**src/rtl/flash_am_pkg.sv**
```systemverilog
package flash_am_pkg;

    localparam int OP_W = 8;

    typedef enum logic [2:0] {
        OPC_NONE,
        OPC_LEGACY,
        OPC_WIDE,
        OPC_ENTER4B,
        OPC_EXIT4B,
        OPC_EARWR,
        OPC_EARRD
    } op_class_e;

    typedef enum logic [1:0] {
        ST_IDLE,
        ST_ADDR,
        ST_EARDATA
    } fsm_state_e;

endpackage

```
**src/rtl/fam_op_decoder.sv**
```systemverilog
module fam_op_decoder
    import flash_am_pkg::*;
(
    input  logic [OP_W-1:0] op_code_i,
    output op_class_e       op_cls_o
);
    always_comb begin
        case (op_code_i)
            8'h13, 8'h0C, 8'h3C, 8'hBC, 8'h6C, 8'hEC,
            8'h12, 8'h3E, 8'h21, 8'hDC, 8'h5C:          op_cls_o = OPC_WIDE;
            8'h03, 8'h0B, 8'h3B, 8'hBB, 8'h6B, 8'hEB,
            8'h02, 8'h38, 8'h20, 8'h52, 8'hD8:          op_cls_o = OPC_LEGACY;
            8'hB7:                                      op_cls_o = OPC_ENTER4B;
            8'hE9:                                      op_cls_o = OPC_EXIT4B;
            8'hC5:                                      op_cls_o = OPC_EARWR;
            8'hC8:                                      op_cls_o = OPC_EARRD;
            default:                                    op_cls_o = OPC_NONE;
        endcase
    end
endmodule

```
**src/rtl/fam_mode_regs.sv**
```systemverilog
module fam_mode_regs (
    input  logic clk,
    input  logic rst_n,
    input  logic sw_rst_i,
    input  logic enter_i,
    input  logic exit_i,
    input  logic ear_we_i,
    input  logic ear_bit_i,
    output logic wide_mode_o,
    output logic ear_bit_o
);
    always_ff @(posedge clk or negedge rst_n) begin
        if (!rst_n) begin
            wide_mode_o <= 1'b0;
            ear_bit_o   <= 1'b0;
        end else if (sw_rst_i) begin
            wide_mode_o <= 1'b0;
            ear_bit_o   <= 1'b0;
        end else begin
            if (exit_i)
                wide_mode_o <= 1'b0;
            else if (enter_i)
                wide_mode_o <= 1'b1;
            if (ear_we_i)
                ear_bit_o <= ear_bit_i;
        end
    end
endmodule

```
**src/rtl/fam_addr_assembler.sv**
```systemverilog
module fam_addr_assembler #(
    parameter int BYTE_W       = 8,
    parameter int NARROW_BYTES = 3,
    parameter int WIDE_BYTES   = 4,
    localparam int ADDR_W      = WIDE_BYTES * BYTE_W,
    localparam int NARROW_W    = NARROW_BYTES * BYTE_W,
    localparam int IDX_W       = $clog2(WIDE_BYTES + 1)
) (
    input  logic              clk,
    input  logic              rst_n,
    input  logic              start_i,
    input  logic              byte_vld_i,
    input  logic [BYTE_W-1:0] byte_i,
    input  logic              wide_i,
    input  logic              ear_bit_i,
    output logic              last_o,
    output logic [ADDR_W-1:0] addr_o
);
    logic [ADDR_W-1:0] shift_q, shift_d;
    logic [IDX_W-1:0]  idx_q, need;

    assign need    = wide_i ? IDX_W'(WIDE_BYTES) : IDX_W'(NARROW_BYTES);
    assign shift_d = {shift_q[ADDR_W-BYTE_W-1:0], byte_i};
    assign last_o  = byte_vld_i && (idx_q == need - 1'b1);

    always_comb begin
        if (wide_i)
            addr_o = shift_d;
        else
            addr_o = {{(ADDR_W-NARROW_W-1){1'b0}}, ear_bit_i, shift_d[NARROW_W-1:0]};
    end

    always_ff @(posedge clk or negedge rst_n) begin
        if (!rst_n) begin
            shift_q <= '0;
            idx_q   <= '0;
        end else if (start_i) begin
            shift_q <= '0;
            idx_q   <= '0;
        end else if (byte_vld_i) begin
            shift_q <= shift_d;
            idx_q   <= idx_q + 1'b1;
        end
    end
endmodule

```
**src/rtl/flash_addr_mode_ctrl.sv**
```systemverilog
module flash_addr_mode_ctrl
    import flash_am_pkg::*;
#(
    parameter int BYTE_W       = 8,
    parameter int NARROW_BYTES = 3,
    parameter int WIDE_BYTES   = 4,
    localparam int ADDR_W      = WIDE_BYTES * BYTE_W,
    localparam int CNT_W       = $clog2(WIDE_BYTES + 1)
) (
    input  logic              clk,
    input  logic              rst_n,
    input  logic              sw_rst_i,
    input  logic              op_vld_i,
    input  logic [7:0]        op_code_i,
    input  logic              wel_i,
    input  logic              sbyte_vld_i,
    input  logic [BYTE_W-1:0] sbyte_i,
    output logic [CNT_W-1:0]  addr_bytes_o,
    output logic              addr_bytes_vld_o,
    output logic [ADDR_W-1:0] addr_o,
    output logic              addr_vld_o,
    output logic              wel_clr_o,
    output logic [7:0]        cfg_o,
    output logic [7:0]        ear_o
);
    fsm_state_e        state_q, state_d;
    op_class_e         op_cls;
    logic              wide_mode, ear_bit;
    logic              wide_cmd_q;
    logic              enter_w, exit_w, ear_we, asm_byte_vld, asm_last;
    logic [CNT_W-1:0]  cnt_d;
    logic [ADDR_W-1:0] asm_addr;

    fam_op_decoder u_dec (
        .op_code_i (op_code_i),
        .op_cls_o  (op_cls)
    );

    assign enter_w      = op_vld_i && (op_cls == OPC_ENTER4B);
    assign exit_w       = op_vld_i && (op_cls == OPC_EXIT4B);
    assign ear_we       = !op_vld_i && sbyte_vld_i && (state_q == ST_EARDATA);
    assign asm_byte_vld = !op_vld_i && sbyte_vld_i && (state_q == ST_ADDR);

    fam_mode_regs u_regs (
        .clk         (clk),
        .rst_n       (rst_n),
        .sw_rst_i    (sw_rst_i),
        .enter_i     (enter_w),
        .exit_i      (exit_w),
        .ear_we_i    (ear_we),
        .ear_bit_i   (sbyte_i[0]),
        .wide_mode_o (wide_mode),
        .ear_bit_o   (ear_bit)
    );

    fam_addr_assembler #(
        .BYTE_W       (BYTE_W),
        .NARROW_BYTES (NARROW_BYTES),
        .WIDE_BYTES   (WIDE_BYTES)
    ) u_asm (
        .clk        (clk),
        .rst_n      (rst_n),
        .start_i    (op_vld_i),
        .byte_vld_i (asm_byte_vld),
        .byte_i     (sbyte_i),
        .wide_i     (wide_cmd_q),
        .ear_bit_i  (ear_bit),
        .last_o     (asm_last),
        .addr_o     (asm_addr)
    );

    always_comb begin
        case (op_cls)
            OPC_WIDE:   cnt_d = CNT_W'(WIDE_BYTES);
            OPC_LEGACY: cnt_d = wide_mode ? CNT_W'(WIDE_BYTES) : CNT_W'(NARROW_BYTES);
            default:    cnt_d = '0;
        endcase
    end

    always_comb begin
        state_d = state_q;
        if (op_vld_i) begin
            case (op_cls)
                OPC_WIDE, OPC_LEGACY: state_d = ST_ADDR;
                OPC_EARWR:            state_d = wel_i ? ST_EARDATA : ST_IDLE;
                default:              state_d = ST_IDLE;
            endcase
        end else begin
            unique case (state_q)
                ST_IDLE:    state_d = ST_IDLE;
                ST_ADDR:    if (asm_last) state_d = ST_IDLE;
                ST_EARDATA: if (sbyte_vld_i) state_d = ST_IDLE;
                default:    state_d = ST_IDLE;
            endcase
        end
    end

    always_ff @(posedge clk or negedge rst_n) begin
        if (!rst_n)
            state_q <= ST_IDLE;
        else if (sw_rst_i)
            state_q <= ST_IDLE;
        else
            state_q <= state_d;
    end

    always_ff @(posedge clk or negedge rst_n) begin
        if (!rst_n) begin
            addr_bytes_o     <= '0;
            addr_bytes_vld_o <= 1'b0;
            addr_o           <= '0;
            addr_vld_o       <= 1'b0;
            wel_clr_o        <= 1'b0;
            wide_cmd_q       <= 1'b0;
        end else if (sw_rst_i) begin
            addr_bytes_o     <= '0;
            addr_bytes_vld_o <= 1'b0;
            addr_o           <= '0;
            addr_vld_o       <= 1'b0;
            wel_clr_o        <= 1'b0;
            wide_cmd_q       <= 1'b0;
        end else begin
            addr_bytes_vld_o <= op_vld_i;
            addr_vld_o       <= asm_last;
            wel_clr_o        <= ear_we;
            if (op_vld_i) begin
                addr_bytes_o <= cnt_d;
                wide_cmd_q   <= (cnt_d == CNT_W'(WIDE_BYTES));
            end
            if (asm_last)
                addr_o <= asm_addr;
        end
    end

    assign cfg_o = {2'b00, wide_mode, 5'b00000};
    assign ear_o = {7'b0000000, ear_bit};

endmodule

```
**config.mk**
```make
export PLATFORM = sky130hd
export DESIGN_NAME = flash_addr_mode_ctrl
export DESIGN_NICKNAME = d
export VERILOG_FILES = /design/src/rtl/flash_am_pkg.sv /design/src/rtl/fam_op_decoder.sv /design/src/rtl/fam_mode_regs.sv /design/src/rtl/fam_addr_assembler.sv /design/src/rtl/flash_addr_mode_ctrl.sv
export SDC_FILE = /design/constraint.sdc
export NUM_CORES = 1
export LEC_CHECK = 0
export BUFFER_PORTS_ARGS = -buffer_cell sky130_fd_sc_hd__buf_2
export CORE_MARGIN = 10
export CORE_UTILIZATION = 57
export DETAILED_ROUTE_END_ITERATION = 16
export HOLD_SLACK_MARGIN = 0.15
export PLACE_DENSITY = 0.84
export RECOVER_POWER = 50
export SYNTH_ARGS = -nofsm -noshare
export SYNTH_HDL_FRONTEND = slang
export SYNTH_SLANG_ARGS = --single-unit
```
**constraint.sdc**
```tcl
create_clock -name clk -period 2.75 [get_ports clk]
set_clock_uncertainty 0.1 [all_clocks]
set_input_delay 0.275 -clock clk [delete_from_list [all_inputs] [get_ports clk]]
set_output_delay 0.275 -clock clk [all_outputs]
set_load 0.01 [all_outputs]
```
==> results of run 1 <==
## area by class of cell
| class | count | area (um^2) |
|---|---|---|
| sequential | 69 | 1727 |
| multi-input combinational | 204 | 1229 |
| tap | 72 | 90.09 |
| timing repair buffer | 78 | 425.4 |
| clock inverter | 7 | 146.4 |
| fill | 426 | 1720 |
| clock buffer | 9 | 123.9 |
| inverter | 3 | 11.26 |
## metal layers
metal	global-route usage [%]	wire, um
met5	0	0
met4	5.985	114
met3	4.362	452
met2	27.12	3733
met1	21.86	3194
## what timing repair did
item / CTS / global route
endpoints found under the hold margin: 50 / 0
hold buffers: 13 / 0
setup endpoints to repair: 0 / 0
## worst reg2reg max path: cells and delay by family (launching register included)
kind / cells / cell delay (ps)
DFF: 1 / 410
AOI/OAI and AO/OA: 1 / 200
buffers and inverters: 1 / 360
and+or+nand+nor: 3 / 670
## worst max-delay path by stage
stage | startpoint | end | slack [ps]
6_report | op_vld_i | addr_o[2]$_DFFE_PN0P_ | 680
5_1_grt | op_vld_i | addr_o[2]$_DFFE_PN0P_ | 490
4_1_cts | op_vld_i | addr_o[13]$_DFFE_PN0P_ | 690
3_5_place_dp | op_code_i[1] | addr_bytes_o[2]$_DFFE_PN0P_ | 840
3_3_place_gp | op_code_i[1] | wide_cmd_q$_DFFE_PN0P_ | 870
2_1_floorplan | state_q[1]$_DFFE_PN0P_ | addr_o[0]$_DFFE_PN0P_ | 1060
## per-stage QoR
step | util (%) | hold WS [ps]
floorplan | - | -120.6
global placement | 62.21 | 234.9
detailed placement | 62.21 | 239.0
CTS | 69.52 | 278.3
global route | 68.56 | 328.7
finish | 68.56 | 281.5
## flip-flops by register name (all words and copies together) (netlist names), 2 cells and up
register / cells
addr_bytes_o: 2
state_q: 2
u_asm.idx_q: 3
addr_o: 32
u_asm.shift_q: 24
## power by group through the flow
stage                     Clock (mW)  Combinational, mW  Sequential, mW
after floorplan                    0             0.0864            1.04
after global placement             0              0.119            1.04
after detailed placement           0              0.119            1.04
after CTS                       1.11              0.134            1.02
after global routing            1.14              0.152            1.02
final                           1.10              0.134            1.02
## kinds of logic (layout without fill, tap and decap cells)
logic type                 Yosys count  in the layout
and+or+nand+nor                    106            106
AOI/OAI and AO/OA                   78             78
DFF                                 69             69
buffers and inverters               43             97
xor gates and xnor gates             4              4
adders and majority gates            1              1
other                                1             14
muxes                                1              1
## cell usage after synthesis (all sizes together), types with 2 or more instances
cell type	n
dfrtp	69
nand2	59
buf	34
a22o	32
o21ai	26
nor2	14
clkbuf	6
a21oi	5
nand3	4
nand3b	4
nor3	4
inv	3
nand2b	3
nor2b	3
o2111ai	3
xor2	3
nand4	2
nor3b	2
o41ai	2
==> out/results.tsv, run 1 <==
metric	value	unit
Die Wd	94.64	um
Fmax	482.0	MHz
placed insts	413	
maximum fanout along the worst path	27	
largest family of logic cells by synthesized area	compound AO/OA/AOI/OAI gates	
Reg2Reg Setup Slack	940	ps
Leak	1.700	nW
cell area power density	601.4	nW/um^2
ranking of synthesized cells by area	dfrtp_1 54%, a22o_1 8.8%, nand2_1 7.0%	
final setup margin	675.3	ps
I/O pin total	76	
hpwl dp	4974	um
synth unique cells	50	
worst min-delay path startpoint	op_code_i[6]	
Power, Total	2.257	mW
row count	27	
layout cell share with drive strength beyond 1	13.51	%
port bufs	61	
post-route ant nets	0	
Syn Std Cell Area	3176	um^2
Post-synth EDFFs	0	
Synth Area in Simple Gates	16.27	%
vias in the first global route	2380	
clk sinks	69	
Max Slew Vio Count	30	
clock root buffer	clkbuf_8	
most frequent cells in the layout	69 x dfrtp_1, 59 x nand2_1, 42 x clkbuf_1	
Post-synth ARST share	100.0	%
Slew headroom	-5.273	%
kind of critical path	in -> reg	
crit path buf inv count	3	
DRC viols	0	
flops & latches, synth	69	
failing checks	capacitance limit, slew limit	
unrepaired setup endpoints after global routing	false	
Crit. path cell count	7	
Cells after Synth	303	
hold path depth	5	
design area	3752	um^2
vias per cell	5.550	
GP Congestion	0.8352	
worst hold path class	in -> reg	
drt first pass iters	4	
FF-to-FF Start	state_q[0]$_DFFE_PN0P_	
CTS resizes	0	
xor/xnor share of the synthesized area	1.103	%
dpl cell area	3405	um^2
Final Hold Fails	0	
CP max stage delay	520	ps
Setup crit end kind	flip-flop	
Final min period	2075	ps
ANT cells	0	
setup TNS	0	ps
area share of the largest cell type after synthesis	54.37	%
Net Sw Frac	21.92	%
Logic pwr share	5.9	%
CTS tree	built	
max-cap violations	1	
commonest non-fill, non-tap cell in the layout	dfrtp_1	
global-route wire length before repair	12090	um
gr usage total	16.96	%
pre-CTS WS	835.9	ps
Area Growth Syn to Fin	18.16	%
Int Power	1.762	mW
R2R depth	5	
1st-iter DRT viols	179	
synthesized-area fraction occupied by adder cells	0.3940	%
top_reg_cell synth	dfrtp_1	
Avg Cell Area, Syn	10.48	um^2
run status	finished with violations	
mux contribution to synthesized area	0.3546	%
largest net degree at the start of global routing	52	
hold endpoint	state_q[1]$_DFFE_PN0P_	
CTS Buffer Depth	2	
non-filler cells, final	442	
final wirelength	7495	um
htree depth	3	
NetSw	0.4946	mW
die span in y	94.64	um
initial antenna violation count	0	
Via Count	2453	
Nets	388	
share of power burned in registers	45.3	%
Initial Util	58.02	%
Worst path top cell family by delay	buffers and inverters	
maximum vdd ir drop	0.2890	mV
worst r2r dst	addr_o[2]$_DFFE_PN0P_	
CTS Buf Count	9	
warnings from Yosys	0	
clk_lat worst skew	350	ps
WL/cell	16.96	um
final critical-path share of the clock period	75.44	%
startpoint types	primary input	
slowest stage cell, crit path	dlygate4sd3_1	
grt ovf	0	
crit path DAT	2260	ps
Worst-Margin Slew	1579	ps
Die ar.	8957	um^2
Synth Area in Compound Gates	18.83	%
Final Setup Violations	0	
worst-path cell chain	dlygate4sd3_1 > buf_2 > and4bb_1 > nand4b_2 > nor2b_2 > buf_4 > a22o_1	
Core Region	5473	um^2
# Post-CTS Setup Buffers	0	
Clock transition at path regs	70	ps
clock power share	48.8	%
sequential area share after synthesis	54.37	%
Synth area leader	dfrtp_1	
Worst EP required	2940	ps
(Power assumes the default switching activity.)
==> run 2, diff against run 1 <==
- ABC_AREA: unset -> 1
- CORE_UTILIZATION: 57 -> 53
- PLACE_DENSITY: 0.84 -> 0.79
- clock period: 2.75 -> 2.05 ns (I/O delays scaled with it)
==> out/results.tsv, run 2 <==
metric	value	unit
Final min period	1853	ps
Initial Util	54.17	%
FF-to-FF Start	u_asm.idx_q[0]$_DFFE_PN0P_	
max reg flops	32	
I/O pin total	76	
ranking of synthesized cells by area	dfrtp_1 54%, nand2_1 10%, o21ai_2 5.5%	
commonest non-fill, non-tap cell in the layout	nand2_1	
top_reg_cell synth	dfrtp_1	
flops & latches, synth	69	
vias per cell	5.083	
Reg with most FFs	addr_o	
Slew headroom	15.28	%
synth unique cells	32	
WL/cell	14.84	um
Post-synth ARST share	100.0	%
grt ovf	0	
max-cap violations	0	
most frequent cells after synthesis	86 x nand2_1, 69 x dfrtp_1, 46 x inv_1	
sequential area share after synthesis	54.16	%
Nets	450	
row count	28	
final wirelength	7541	um
clk sinks	69	
most frequent cells in the layout	86 x nand2_1, 69 x dfrtp_1, 46 x inv_1	
final hold slack	263.1	ps
Setup crit end kind	flip-flop	
post-route ant nets	0	
port bufs	61	
htree depth	3	
gr usage total	15.82	%
Regs by FF count	addr_o x32, u_asm.shift_q x24, u_asm.idx_q x3	
startpoint types	primary input	
Cells after Synth	349	
kind of critical path	in -> reg	
Die Wd	97.56	um
setup TNS	0	ps
Core Region	5886	um^2
Leak	1.915	nW
Final Hold Fails	0	
vias in the first global route	2547	
CTS Buffer Depth	2	
CTS tree	built	
worst hold path class	in -> reg	
cell area power density	756.4	nW/um^2
Fmax	539.8	MHz
global-route wire length before repair	12480	um
1st-iter DRT viols	122	
final critical-path share of the clock period	90.38	%
Synth area leader	dfrtp_1	
area share of the largest cell type after synthesis	54.16	%
maximum vdd ir drop	0.4735	mV
largest net degree at the start of global routing	33	
Die ar.	9517	um^2
CTS Buf Count	9	
Reg2Reg Setup Slack	240	ps
worst min-delay path startpoint	op_code_i[5]	
die span in y	97.56	um
Final Setup Violations	0	
Worst-Margin Slew	1271	ps
Clock transition at path regs	70	ps
Via Count	2582	
clk_lat worst skew	340	ps
Post-synth EDFFs	0	
Syn Std Cell Area	3188	um^2
worst r2r dst	addr_o[2]$_DFFE_PN0P_	
layout cell share with drive strength beyond 1	16.90	%
unrepaired setup endpoints after global routing	false	
clock root buffer	clkbuf_8	
R2R depth	6	
crit path to	state_q[1]$_DFFE_PN0P_	
hpwl dp	5254	um
Avg Cell Area, Syn	9.135	um^2
GP Congestion	0.8316	
crit path DAT	1990	ps
# Post-CTS Setup Buffers	0	
initial antenna violation count	1	
warnings from Yosys	0	
drt first pass iters	4	
maximum fanout along the worst path	6	
Max Slew Vio Count	0	
DRC viols	0	
launch point of the worst path	op_code_i[6]	
run status	complete, no violations	
count leader, synth	nand2_1	
Worst EP required	2190	ps
Area Growth Syn to Fin	21.15	%
-- run 2: final cells by class --
cell class / instances / area [um^2]
timing repair buffer: 81 / 459.2
antenna: 1 / 2.502
sequential: 69 / 1727
fill: 509 / 2023
tap: 75 / 93.84
multi-input combinational: 217 / 1141
clock inverter: 5 / 106.4
clock buffer: 11 / 141.4
inverter: 49 / 191.4
-- run 2: timing repair --
| item | in CTS | in global routing |
|---|---|---|
| endpoints found under the hold margin | 71 | 0 |
| resized for setup | 0 | 1 |
| hold buffers | 16 | 0 |
| setup endpoints to repair | 0 | 31 |
-- run 2: power breakdown --
| group | leakage, nW | internal [mW] | switching, mW | total [mW] |
|---|---|---|---|---|
| combinational | 0.832 | 0.0609 | 0.128 | 0.189 |
| clock | 0.120 | 0.846 | 0.519 | 1.37 |
| sequential | 0.963 | 1.36 | 0.00197 | 1.37 |
-- run 2: metal layers --
layer	routed length [um]	vias up	track usage (%)
li1	-	1249	-
met1	3137	1249	18.50
met2	3889	73	26.32
met3	401	11	4.979
met4	112	0	6.152
met5	0	-	0
-- run 2: worst max-delay path, stage by stage --
cell and delay [ps]:
dlygate4sd3_1 510, buf_2 150, nand2_1 100, nor3_1 140, nand4_1 90, dlygate4sd3_1 570
o31ai_1 220
-- run 2: cells by family after synthesis --
| family | Yosys count | share of synthesized area (%) |
|---|---|---|
| buffers and inverters | 77 | 12.24 |
| adder cells (fa/ha/maj) | 1 | 0.3924 |
| AO/OA/AOI/OAI | 62 | 13.58 |
| other | 1 | 0.1176 |
| AND/OR/NAND/NOR | 138 | 19.23 |
| XOR/XNOR | 1 | 0.2748 |
| flip-flops | 69 | 54.16 |
-- run 2: how the worst min path moves through the flow --
stage / depth (start not counted) / slack [ps] / endpoint
global placement: 1 / 100 / addr_o[10]$_DFFE_PN0P_
detailed placement: 1 / 120 / addr_o[2]$_DFFE_PN0P_
CTS: 4 / 250 / u_regs.wide_mode_o$_DFFE_PN0P_
floorplan: 0 / -190 / addr_bytes_o[1]$_DFFE_PN0P_
finish: 4 / 260 / u_regs.wide_mode_o$_DFFE_PN0P_
global route: 4 / 300 / u_regs.wide_mode_o$_DFFE_PN0P_
-- run 2: per-stage QoR --
step                std cells  power [mW]  cell area (um^2)  utilization (%)  setup WS (ps)
global route              508       3.026              3862            65.63          91.13
finish                    508       2.921              3862            65.63          197.3
floorplan                 362       1.504              3237                -          583.3
global placement          474       1.556              3480            59.12          297.4
CTS                       506       2.928              3887            66.05          46.72
detailed placement        474       1.559              3480            59.12          204.7
==> run 3, diff against run 2 <==
- ABC_AREA: 1 -> unset
- REMOVE_ABC_BUFFERS: unset -> 1
==> out/results.tsv, run 3 (synthesis results as in run 1) <==
metric	value	unit
gr usage total	15.38	%
Logic pwr share	6.5	%
Reg with most FFs	addr_o	
Final Hold Fails	0	
final wirelength	7293	um
Via Count	2429	
GP Congestion	0.8567	
Initial Util	53.95	%
htree depth	3	
crit path buf inv count	2	
clk_lat worst skew	340	ps
WL/cell	16.28	um
Die Wd	97.41	um
crit path DAT	2120	ps
hpwl dp	4855	um
row count	28	
# Post-CTS Setup Buffers	0	
clock power share	45.7	%
kind of critical path	in -> reg	
Max Slew Vio Count	0	
clock root buffer	clkbuf_8	
vias per cell	5.422	
Final Setup Violations	0	
die span in y	97.41	um
share of power burned in registers	47.7	%
I/O pin total	76	
final critical-path share of the clock period	95.04	%
Die ar.	9488	um^2
drt first pass iters	4	
vias in the first global route	2520	
run status	complete, no violations	
startpoint types	primary input	
layout cell share with drive strength beyond 1	15.01	%
Leak	1.724	nW
maximum fanout along the worst path	11	
Worst-Margin Slew	1352	ps
Final Util	64.14	%
worst-path cell chain	buf_2 > or3b_1 > a21o_1 > a211oi_2 > nand3_1 > o41ai_2 > dlygate4sd3_1	
port bufs	61	
ANT cells	0	
cell area power density	761.3	nW/um^2
Power, Total	2.874	mW
pre-CTS WS	274.1	ps
Area Growth Syn to Fin	18.87	%
Worst path top cell family by delay	buffers and inverters	
CP max stage delay	580	ps
worst hold path class	in -> reg	
commonest non-fill, non-tap cell in the layout	dfrtp_1	
Nets	392	
slowest stage cell, crit path	dlygate4sd3_1	
Fmax	513.2	MHz
placed insts	419	
Core Region	5886	um^2
DRC viols	0	
CTS tree	built	
clk sinks	69	
final setup margin	101.6	ps
grt ovf	0	
unrepaired setup endpoints after global routing	false	
Final min period	1948	ps
max-cap violations	0	
NetSw	0.6403	mW
Int Power	2.234	mW
maximum vdd ir drop	0.6188	mV
largest net degree at the start of global routing	52	
Setup crit end kind	flip-flop	
initial antenna violation count	0	
Slew headroom	9.899	%
max reg flops	32	
1st-iter DRT viols	116	
global-route wire length before repair	12300	um
most frequent cells in the layout	69 x dfrtp_1, 59 x nand2_1, 39 x clkbuf_1	
post-route ant nets	0	
Clock transition at path regs	70	ps
Worst EP required	2220	ps
Net Sw Frac	22.28	%
Regs by FF count	addr_o x32, u_asm.shift_q x24, u_asm.idx_q x3	
CTS Buf Count	9	
CTS Buffer Depth	2	
non-filler cells, final	448	
## run 3: cell types whose count changed in the layout (fill, tap and decap cells not counted), sizes merged, moves of 4 or more
| cell | before | now |
|---|---|---|
| a21oi | 1 | 5 |
| o22ai | 17 | 0 |
| nor2 | 24 | 14 |
| nand2 | 87 | 59 |
| nand3b | 0 | 4 |
| o21ai | 39 | 26 |
| a22o | 0 | 32 |
| inv | 50 | 4 |
| nand3 | 21 | 4 |
## run 3: layout make-up
| type | count | area [um^2] |
|---|---|---|
| Clock buffer | 9 | 123.9 |
| Clock inverter | 6 | 111.4 |
| Fill cell | 512 | 2111 |
| Inverter | 3 | 11.26 |
| Multi-Input combinational cell | 204 | 1234 |
| Sequential cell | 69 | 1727 |
| Tap cell | 75 | 93.84 |
| Timing Repair Buffer | 82 | 474.2 |
## run 3: final timing paths
kind / start / to / slack, ps / cells past startpoint
max: op_code_i[3] / state_q[1]$_DFFE_PN0P_ / 100 / 7
min: op_code_i[5] / addr_bytes_o[1]$_DFFE_PN0P_ / 360 / 5
max reg2reg: state_q[1]$_DFFE_PN0P_ / addr_o[24]$_DFFE_PN0P_ / 380 / 5
min reg2reg: u_asm.shift_q[19]$_DFFE_PN0P_ / addr_o[27]$_DFFE_PN0P_ / 390 / 1
max in group asynchronous: rst_n / u_asm.shift_q[6]$_DFFE_PN0P_ / 390 / 3
min in group asynchronous: rst_n / addr_o[16]$_DFFE_PN0P_ / 600 / 2
## run 3: repair_timing
action	4_1_cts	5_1_grt
endpoints found under the setup margin	0	1
hold buffers	14	0
gates resized for setup	0	1
hold endpoints to repair	48	0
## run 3: power groups by stage
stage	logic, mW	clock network [mW]	registers [mW]
5_1_grt	0.209	1.39	1.37
3_3_place_gp	0.166	0	1.40
4_1_cts	0.189	1.33	1.37
6_report	0.188	1.31	1.37
3_5_place_dp	0.170	0	1.40
2_1_floorplan	0.0640	0	1.40
## run 3: routing by layer
layer | vias to the layer above | GRT usage [%] | wire length, um
met5 | - | 0 | 0
met4 | 0 | 5.034 | 148
met3 | 12 | 5.405 | 336
met2 | 67 | 24.27 | 3434
met1 | 1183 | 19.16 | 3374
li1 | 1167 | - | -
## run 3: worst min-delay path, stage by stage
cell and delay, ps:
buf_2 160, nand2_1 90, o221ai_2 130, nand3b_1 110
a21oi_1 60
## run 3: stage by stage
stage / hold WS [ps] / instance area (um^2) / TNS, ps
6_report: 363.3 / 3775 / 0
3_3_place_gp: 124.9 / 3443 / 0
5_1_grt: 413.3 / 3775 / 0
3_5_place_dp: 134.1 / 3443 / 0
4_1_cts: 310.6 / 3819 / 0
2_1_floorplan: -190.6 / 2964 / -24640
